<file path="config.mk">
export PLATFORM = sky130hd
export DESIGN_NAME = bufop_engine
export DESIGN_NICKNAME = d
export VERILOG_FILES = /design/src/rtl/bufop_pkg.sv /design/src/rtl/bufop_cursor.sv /design/src/rtl/bufop_match.sv /design/src/rtl/bufop_engine.sv
export SDC_FILE = /design/constraint.sdc
export NUM_CORES = 1
export LEC_CHECK = 0
export BUFFER_PORTS_ARGS = -buffer_cell sky130_fd_sc_hd__buf_2
export CORE_UTILIZATION = 46
export CTS_CLUSTER_DIAMETER = 200
export DETAILED_ROUTE_END_ITERATION = 6
export GPL_TIMING_DRIVEN = 0
export PLACE_DENSITY = 0.7
export RECOVER_POWER = 100
export SLEW_MARGIN = 0
export SYNTH_ARGS = -nofsm -noshare
export SYNTH_HDL_FRONTEND = slang
export SYNTH_SLANG_ARGS = --single-unit
</file>
<file path="constraint.sdc">
create_clock -name clk -period 5.75 [get_ports clk]
set_input_delay 1.4375 -clock clk [delete_from_list [all_inputs] [get_ports clk]]
set_output_delay 1.4375 -clock clk [all_outputs]
set_load 0.05 [all_outputs]
</file>
<file path="src/rtl/bufop_pkg.sv">
package bufop_pkg;

    localparam int DW = 8;

    typedef logic [DW-1:0] byte_t;

    typedef enum logic [2:0] {
        OP_CLEAR  = 3'd0,
        OP_SFWD   = 3'd1,
        OP_SBWD   = 3'd2,
        OP_INSERT = 3'd3,
        OP_WUM    = 3'd4,
        OP_RDMULT = 3'd5
    } op_e;

    typedef enum logic [2:0] {
        S_IDLE, S_BRD, S_BEVAL, S_BWR, S_ARD, S_AEVAL, S_AWR, S_FIN
    } state_e;

    typedef enum logic [1:0] {
        CT_HOLD, CT_INC, CT_DEC, CT_LOAD
    } ctr_op_e;

    typedef struct packed {
        op_e   op;
        byte_t pattern;
        byte_t mask;
        byte_t amask;
        byte_t data;
        logic  rm_long;
    } job_t;

    function automatic logic op_known(logic [2:0] code);
        return code <= 3'd5;
    endfunction

    function automatic logic op_modifies(op_e o);
        return (o == OP_CLEAR) || (o == OP_INSERT) || (o == OP_WUM);
    endfunction

    function automatic byte_t wum_merge(byte_t old_attr, byte_t m, byte_t d);
        return (~m & old_attr) | d;
    endfunction

    function automatic byte_t attr_scrub(byte_t old_attr, byte_t m);
        return old_attr & ~m;
    endfunction

endpackage

</file>
<file path="src/rtl/bufop_cursor.sv">
module bufop_cursor
    import bufop_pkg::*;
#(
    parameter int ADDR_W = 12
) (
    input  logic              clk,
    input  logic              rst,
    input  ctr_op_e           op,
    input  logic [ADDR_W-1:0] load_val,
    output logic [ADDR_W-1:0] cur
);

    always_ff @(posedge clk) begin
        if (rst) begin
            cur <= '0;
        end else begin
            case (op)
                CT_INC:  cur <= cur + ADDR_W'(1);
                CT_DEC:  cur <= cur - ADDR_W'(1);
                CT_LOAD: cur <= load_val;
                default: cur <= cur;
            endcase
        end
    end

    // the counter moves only when told to
    assert_cursor_hold_R2: assert property (@(posedge clk) disable iff (rst)
        (op == CT_HOLD) |=> $stable(cur));

    // stepping up from the top address wraps to zero
    assert_cursor_wrap_R7: assert property (@(posedge clk) disable iff (rst)
        (op == CT_INC && cur == {ADDR_W{1'b1}}) |=> (cur == '0));

endmodule

</file>
<file path="src/rtl/bufop_match.sv">
module bufop_match
    import bufop_pkg::*;
(
    input  byte_t data,
    input  byte_t pattern,
    input  byte_t mask,
    input  byte_t old_byte,
    output logic  hit,
    output logic  old_null
);

    logic [DW-1:0] diff;

    for (genvar i = 0; i < DW; i++) begin : g_bit
        assign diff[i] = mask[i] & (data[i] ^ pattern[i]);
    end

    assign hit      = ~|diff;
    assign old_null = ~|old_byte;

endmodule

</file>
<file path="src/rtl/bufop_engine.sv">
module bufop_engine
    import bufop_pkg::*;
#(
    parameter int ADDR_W     = 12,
    parameter int RM_SHORT_W = 2,
    parameter int RM_LONG_W  = 5
) (
    input  logic              clk,
    input  logic              rst,
    input  logic              start,
    input  logic [2:0]        cmd,
    input  logic [7:0]        pattern,
    input  logic [7:0]        mask,
    input  logic [7:0]        attr_mask,
    input  logic [7:0]        wr_data,
    input  logic              rm_long,
    input  logic              ld_addr,
    input  logic [ADDR_W-1:0] ld_addr_val,
    output logic              mem_req,
    input  logic              mem_gnt,
    output logic              mem_we,
    output logic              mem_attr,
    output logic [ADDR_W-1:0] mem_addr,
    output logic [7:0]        mem_wdata,
    input  logic [7:0]        mem_rdata,
    output logic              rd_valid,
    output logic [7:0]        rd_data,
    output logic              busy,
    output logic              modified,
    output logic              done,
    output logic [ADDR_W-1:0] cursor
);

    localparam logic [ADDR_W-1:0] TOP_ADDR = {ADDR_W{1'b1}};

    state_e            state_q, state_d;
    job_t              job_q, job_d;
    byte_t             carry_q, carry_d;
    byte_t             old_q, old_d;
    byte_t             hold_q, hold_d;
    logic [ADDR_W-1:0] start_q, start_d;
    ctr_op_e           ctr_op;
    logic [ADDR_W-1:0] ctr_val;
    logic              hit, old_null, grp_end;

    bufop_cursor #(.ADDR_W(ADDR_W)) u_cursor (
        .clk      (clk),
        .rst      (rst),
        .op       (ctr_op),
        .load_val (ctr_val),
        .cur      (cursor)
    );

    bufop_match u_match (
        .data     (mem_rdata),
        .pattern  (job_q.pattern),
        .mask     (job_q.mask),
        .old_byte (old_q),
        .hit      (hit),
        .old_null (old_null)
    );

    assign grp_end = job_q.rm_long ? (&cursor[RM_LONG_W-1:0])
                                   : (&cursor[RM_SHORT_W-1:0]);

    always_comb begin
        state_d   = state_q;
        job_d     = job_q;
        carry_d   = carry_q;
        old_d     = old_q;
        hold_d    = hold_q;
        start_d   = start_q;
        ctr_op    = CT_HOLD;
        ctr_val   = ld_addr_val;
        mem_req   = 1'b0;
        mem_we    = 1'b0;
        mem_attr  = 1'b0;
        mem_wdata = '0;
        rd_valid  = 1'b0;
        case (state_q)
            S_IDLE: begin
                if (ld_addr) begin
                    ctr_op  = CT_LOAD;
                    ctr_val = ld_addr_val;
                end
                if (start && op_known(cmd)) begin
                    job_d.op      = op_e'(cmd);
                    job_d.pattern = pattern;
                    job_d.mask    = mask;
                    job_d.amask   = attr_mask;
                    job_d.data    = wr_data;
                    job_d.rm_long = rm_long;
                    carry_d       = wr_data;
                    hold_d        = attr_mask;
                    case (op_e'(cmd))
                        OP_INSERT: state_d = S_AWR;
                        OP_WUM:    state_d = S_ARD;
                        default:   state_d = S_BRD;
                    endcase
                end
            end
            S_BRD: begin
                mem_req = 1'b1;
                if (mem_gnt) state_d = S_BEVAL;
            end
            S_BEVAL: begin
                case (job_q.op)
                    OP_CLEAR: state_d = hit ? S_FIN : S_BWR;
                    OP_SFWD: begin
                        if (hit) state_d = S_FIN;
                        else begin
                            ctr_op  = CT_INC;
                            state_d = (cursor == TOP_ADDR) ? S_FIN : S_BRD;
                        end
                    end
                    OP_SBWD: begin
                        if (hit) state_d = S_FIN;
                        else begin
                            ctr_op  = CT_DEC;
                            state_d = (cursor == '0) ? S_FIN : S_BRD;
                        end
                    end
                    OP_INSERT: begin
                        old_d   = mem_rdata;
                        state_d = S_BWR;
                    end
                    OP_RDMULT: begin
                        rd_valid = 1'b1;
                        ctr_op   = CT_INC;
                        state_d  = grp_end ? S_FIN : S_BRD;
                    end
                    default: state_d = S_FIN;
                endcase
            end
            S_BWR: begin
                mem_req   = 1'b1;
                mem_we    = 1'b1;
                mem_wdata = (job_q.op == OP_INSERT) ? carry_q : '0;
                if (mem_gnt) begin
                    if (job_q.op == OP_INSERT) begin
                        if (old_null || cursor == TOP_ADDR) begin
                            ctr_op  = CT_LOAD;
                            ctr_val = start_q;
                            state_d = S_FIN;
                        end else begin
                            carry_d = old_q;
                            ctr_op  = CT_INC;
                            state_d = S_BRD;
                        end
                    end else begin
                        state_d = S_ARD;
                    end
                end
            end
            S_ARD: begin
                mem_req  = 1'b1;
                mem_attr = 1'b1;
                if (mem_gnt) state_d = S_AEVAL;
            end
            S_AEVAL: begin
                hold_d  = (job_q.op == OP_WUM) ? wum_merge(mem_rdata, job_q.amask, job_q.data)
                                               : attr_scrub(mem_rdata, job_q.amask);
                state_d = S_AWR;
            end
            S_AWR: begin
                mem_req   = 1'b1;
                mem_we    = 1'b1;
                mem_attr  = 1'b1;
                mem_wdata = hold_q;
                if (mem_gnt) begin
                    case (job_q.op)
                        OP_CLEAR: begin
                            ctr_op  = CT_INC;
                            state_d = (cursor == TOP_ADDR) ? S_FIN : S_BRD;
                        end
                        OP_INSERT: begin
                            start_d = cursor;
                            state_d = S_BRD;
                        end
                        default: begin
                            ctr_op  = CT_INC;
                            state_d = S_FIN;
                        end
                    endcase
                end
            end
            S_FIN:   state_d = S_IDLE;
            default: state_d = S_IDLE;
        endcase
    end

    always_ff @(posedge clk) begin
        if (rst) begin
            state_q <= S_IDLE;
            job_q   <= '0;
            carry_q <= '0;
            old_q   <= '0;
            hold_q  <= '0;
            start_q <= '0;
        end else begin
            state_q <= state_d;
            job_q   <= job_d;
            carry_q <= carry_d;
            old_q   <= old_d;
            hold_q  <= hold_d;
            start_q <= start_d;
        end
    end

    assign mem_addr = cursor;
    assign rd_data  = mem_rdata;
    assign busy     = (state_q != S_IDLE);
    assign done     = (state_q == S_FIN);
    assign modified = busy && !done && op_modifies(job_q.op);

    // an ungranted request is held unchanged
    assert_req_hold_R14: assert property (@(posedge clk) disable iff (rst)
        (mem_req && !mem_gnt) |=> (mem_req && $stable(mem_addr) && $stable(mem_we) && $stable(mem_attr)));

    // done is a single pulse followed by idle
    assert_done_pulse_R13: assert property (@(posedge clk) disable iff (rst)
        done |=> (!done && !busy));

    // modified only inside an operation
    assert_mod_in_busy_R13: assert property (@(posedge clk) disable iff (rst)
        modified |-> busy);

    // memory requested only while working
    assert_req_in_busy_R13: assert property (@(posedge clk) disable iff (rst)
        mem_req |-> (busy && !done));

    // burst bytes only from the non-modifying burst read
    assert_rdvalid_R12: assert property (@(posedge clk) disable iff (rst)
        rd_valid |-> (busy && !modified && !mem_req));

    // operands stay latched while an operation runs
    assert_start_ignored_R3: assert property (@(posedge clk) disable iff (rst)
        (busy && !done) |=> $stable(job_q));

endmodule

</file>
* Yosys cells after proc, flatten, opt, wreduce, memory -nomap -nowiden
Index checks and enable logic that the tools add are counted.
** Word-level totals
- Register bits :: 87
- Logic and storage cells :: 135
** Cells by class
- $add $sub $neg :: 2
- Magnitude comparators :: 1
- Equal/unequal tests :: 25
- Multiplexer cells :: 48
- Bitwise gates (word level) :: 19
- Reduce and logical (&&, ||, !) cells :: 28
** Operators with widths (count)
- 2-to-1 mux 8 bit :: 7
- 2-to-1 mux 12 bit :: 4
- one-hot mux 8 bit (2 select lines) :: 3
- 2-to-1 mux 3 bit :: 13
- one-hot mux 12 bit (3 select lines) :: 1
- one-hot mux 3 bit (8 select lines) :: 1
- equality test 3 bit (second input constant) :: 7
- OR reduction 8 bit :: 2
- equality test 3 x 2 -> 1 bit (second input constant) :: 5
- one-hot mux 3 bit (5 select lines) :: 1
- AND reduction 5 bit :: 3
- != test 2 bit (second input constant) :: 7
- adder 12 x 1 -> 12 bit (second input constant) :: 1
- equality test 12 bit (second input constant) :: 1
- logical NOT 12 bit :: 1
- one-hot mux 3 bit (2 select lines) :: 2
- subtractor 12 x 1 -> 12 bit (second input constant) :: 1
- 2-to-1 mux 2 bit :: 5
- 2-to-1 mux 1 bit :: 9
- bitwise AND 1 bit :: 8
- bitwise AND 8 bit :: 1
- inverter 8 bit :: 1
- bitwise OR 8 bit :: 1
- one-hot mux 2 bit (4 select lines) :: 1
- 16 further kinds :: 37

* Depth between registers and ports, before layout
- Depth after elaboration :: 9
- Gate-level depth with buffers :: 14

* Cells and area by module
From an unflattened synthesis, not the netlist that was laid out.
** Unflattened totals
- Cell total of the unflattened synthesis :: 618
- Area, all modules :: 4862.2 um^2
** By module, submodules not included
- bufop_engine :: instances 1, cells an instance 460, area each 3707.3 um^2, seq. area each 1501.4 um^2
- bufop_cursor :: instances 1, cells an instance 142, area each 1027.2 um^2, seq. area each 240.2 um^2
- bufop_match :: instances 1, cells an instance 16, area each 127.6 um^2, seq. area each 0.0 um^2

* Worst setup path after synthesis
OpenSTA, ideal clock, no wires.
- Kind :: input to register
- Start point :: input port mem_rdata[0]
- End point :: register u_cursor.cur[11]
- Data arrival time :: 3.913 ns
- Required time :: 5.662 ns
- Slack :: 1.749 ns
- Stages on the path :: 14
- Path buffers :: 0
- Cells stage by stage :: xor2_1 > a22oi_1 > nand4_1 > nand3_1 > inv_1 > ha_1 > o21ai_0 > o21ai_2 > nand2_1 > o2111ai_1 > o211ai_1 > xor2_1 > or3_1 > a311oi_2
** On the way
- Longest elaborated chain between the ends :: 8
** Ends and longest elaborated chain
- start: declaration :: line bufop_engine.sv:25 : input logic [7:0] mem_rdata,
- XOR 1 bit (*) :: line bufop_match.sv:15 : assign diff[i] = mask[i] & (data[i] ^ pattern[i]);
- bitwise AND 1 bit (*) :: line bufop_match.sv:15
- OR reduction 8 bit (*) :: line bufop_match.sv:18 : assign hit = ~|diff;
- 2-to-1 mux 1 bit / 2-to-1 mux 2 bit (equally long branches) :: line bufop_engine.sv:110, bufop_engine.sv:117
- one-hot mux 2 bit (3 select lines) (*) :: line bufop_engine.sv:107 : case (job_q.op)
- one-hot mux 2 bit (4 select lines) (*) :: line bufop_engine.sv:80 : case (state_q)
- equality test 2 bit / equality test 2 x 1 -> 1 bit (equally long branches) :: line bufop_cursor.sv:17 : case (op)
- one-hot mux 12 bit (3 select lines) / nonzero test 3 bit (equally long branches)
- end signal: assignment :: line bufop_cursor.sv:18 : CT_INC: cur <= cur + ADDR_W'(1);
- end signal: assignment :: line bufop_cursor.sv:19 : CT_DEC: cur <= cur - ADDR_W'(1);
- end signal: assignment :: line bufop_cursor.sv:20 : CT_LOAD: cur <= load_val;
- end: declaration :: line bufop_cursor.sv:10 : output logic [ADDR_W-1:0] cur
Every way passes the cells marked *; elsewhere a longest branch is shown, timed or not.
A chain may end at the register's enable or synchronous reset.

* Worst setup path in the final report
- Start point :: input port mem_rdata[3]
- End point :: register u_cursor.cur[10]
Same word-level chain as after synthesis.

==> key figures <==
Status
  – Outcome: completed

STA
  – Ratio of final minimum period to clock period: 0.790
  – Worst Clk Skew: 8.58 ps
  – Setup TNS Final: 0 ps
  – Rel. slew slack: 0.422
  – Fin. max-slew vios: 0
  – Final Critical Period: 4540 ps
  – Setup violators final: 0
  – Achievable frequency: 220 MHz
  – Hold Vio Cnt, Final: 0
  – Worst-margin pin slew: 863 ps
  – RSZ-0062 raised after global routing: false

Global routing
  – Number of global-route vias before repair: 4432
  – Initial antenna violation count: 0
  – GRT overflow: 0
  – First-pass GRT wire length: 21900 µm
  – Largest net degree at the start of global routing: 15
  – Gr usage total: 0.276

Synth
  – Post-synth EDFFs: 0
  – Synth Cell Area: 4650 µm²
  – Synthesized area per cell: 7.77 µm²
  – Yosys Warn Count: 0
  – Cell count after synthesis: 598
  – Most frequent cell after synthesis: nand2_1
  – Area leader, netlist: dfxtp_1
  – Synth top area share: 0.375
  – Post-synth top flop: dfxtp_1
  – Post-synth top cells: nand2_1, dfxtp_1, a21oi_1
  – Synth async-reset ratio: 0
  – Top post-synthesis cells by area: dfxtp_1, nand2_1, a21oi_1
  – Synth cell types: 56
  – Synthesis-stage register bit count: 87
  – Mapped Nets: 670
  – Seq/Total Area, Yosys: 0.375

Worst setup path
  – CP Buf/Inv Count: 2
  – WP data arrival: 4830 ps
  – Crit-path max cell delay: 450 ps
  – Startpoint types: primary input
  – CP max-delay cell: o41ai_1
  – Family with the most delay on the worst path: compound AO/OA/AOI/OAI gates
  – Worst Setup End Kind: flip-flop
  – CP Class: primary input to flip-flop
  – Crit-path cells: clkbuf_1 > xor2_1 > a22oi_1 > nand4_1 > nand3_1 > inv_1 > ha_1 > nor2b_1 > o21ai_0 > a21oi_1 > o41ai_1 > o21ai_0 > xor2_1 > o21ai_0 > o31ai_1
  – Max FO, Critical Path: 12
  – CP required: 6040 ps
  – CP dominant cell by count: o21ai_0

CTS
  – Post-CTS Hold Buffers: 0
  – Clock Root Buffer: clkbuf_8
  – Post-CTS Setup Inserts: 0
  – Clock Latency Late Sink: 370 ps
  – Total clock buffers created by CTS: 9
  – Worst-case clock buffer depth: 2
  – Number of H-tree levels: 3
  – Cts repair resizes: 0
  – Clock slew at reported path FFs: 90 ps
  – CTS tree: done
  – # clock sinks: 87

Cells and area
  – Final core occ: 0.559
  – Area growth syn-to-layout: 17.7%
  – Layout fillers: 1012
  – Final std cells w/o fill: 853
  – Ant diodes: 0
  – Register Area: 1740 µm²
  – Ratio of cells with drive above 1 in the final layout: 0.151
  – Multi-input logic area: 2510 µm²
  – Final nets: 787

Routing
  – Via count: 4640
  – Drt total wl: 13800 µm
  – Vias/cell: 5.44
  – Routed Antenna Nets: 0
  – Wire length per cell: 16.2 µm
  – # DRC: 0
  – Initial DRC Count: 179
  – Drt pass-1 iters: 4

Floorplan
  – Starting Density: 0.475
  – Total die area: 10500 µm²
  – # rows: 36
  – Die width: 102 µm
  – Die height: 102 µm
  – Io pins: 108
  – Core Region: 9770 µm²

Place
  – Gpl congestion: 0.871
  – Post-DP HPWL: 10200 µm
  – Port Buffers: 106
  – Dpl cells: 837

Power and ir drop
  – Leak: 2.17 nW
  – Pwr Total: 2.21 mW
  – Maximum vdd drop: 0.268 mV
  – Pwr/cell area: 403 nW/µm²

Flow run
  – Number of max-cap violations: 0

Worst hold path
  – Worst min-delay path class: flip-flop to flip-flop
==> metrics by stage <==
step	hold slack, ps	setup slack, ps	cell area, µm²
6_report	459	1210	5470
5_1_grt	479	873	5470
4_1_cts	459	1320	5540
3_5_place_dp	447	953	5340
3_3_place_gp	441	988	5340
2_1_floorplan	436	1750	4650
==> worst min-delay path: cells and delay by family, from the launching register on <==
family | cells | cell delay [ps]
and+or+nand+nor | 1 | 50
AOI/OAI and AO/OA | 1 | 50
DFF | 1 | 320
==> power by group <==
part	internal, mW	switching [mW]	leakage, nW	total (mW)
Clock	0.216	0.227	0.0985	0.443
Combinational	0.286	0.684	1.36	0.970
Sequential	0.707	0.0849	0.708	0.792
Total	1.21	0.996	2.17	2.21
==> cell type report <==
class                      instances  share of cell area
buffer                            58              0.0577
clock buffer                      12              0.0265
clock inverter                     4             0.00984
inverter                          18              0.0124
multi-input combinational        435               0.459
sequential                        87               0.319
tap                              133              0.0304
timing repair buffer             106              0.0860
==> cells in the final DEF, fill, tap and decap left out, types with 10 or more instances in the layout <==
master,instances
nand2_1,139
dfxtp_1,87
clkbuf_1,79
a21oi_1,66
buf_2,64
nor2_1,43
buf_4,20
o211ai_1,18
inv_1,17
mux2i_1,16
xor2_1,15
o21ai_0,13
a221oi_1,11
nor3_1,10
nand3_1,10
a211oi_1,10
ha_1,10
clkbuf_8,10
==> worst paths after layout <==
check / from / end / slack, ps / depth (start not counted)
worst max register to register: state_q[1]$_SDFFE_PP0P_ / u_cursor.cur[10]$_SDFFE_PP0P_ / 2020 / 14
worst min-delay path: job_q[11]$_SDFFE_PP0P_ / job_q[11]$_SDFFE_PP0P_ / 460 / 2
worst max-delay path: mem_rdata[3] / u_cursor.cur[10]$_SDFFE_PP0P_ / 1210 / 15
worst min register to register: job_q[11]$_SDFFE_PP0P_ / job_q[11]$_SDFFE_PP0P_ / 460 / 2
==> cells by family after synthesis <==
logic type,synth area share
XOR/XNOR,0.0339
AO/OA/AOI/OAI,0.218
buffers and inverters,0.0835
multiplexers,0.0345
flip-flops,0.375
AND/OR/NAND/NOR,0.224
adder cells (fa/ha/maj),0.0312
==> layer usage <==
layer	vias up	wire, µm	track usage
li1	2301	-	-
met2	158	6700	0.477
met5	-	0	0
met1	2153	6070	0.346
met4	0	317	0.112
met3	28	747	0.0373
==> sequential cells by signal, summed over array words and instances, names as in the netlist <==
signal,count
hold_q,8
job_q,36
state_q,3
old_q,8
u_cursor.cur,12
start_q,12
carry_q,8
Power figures use the tool's default switching activity.
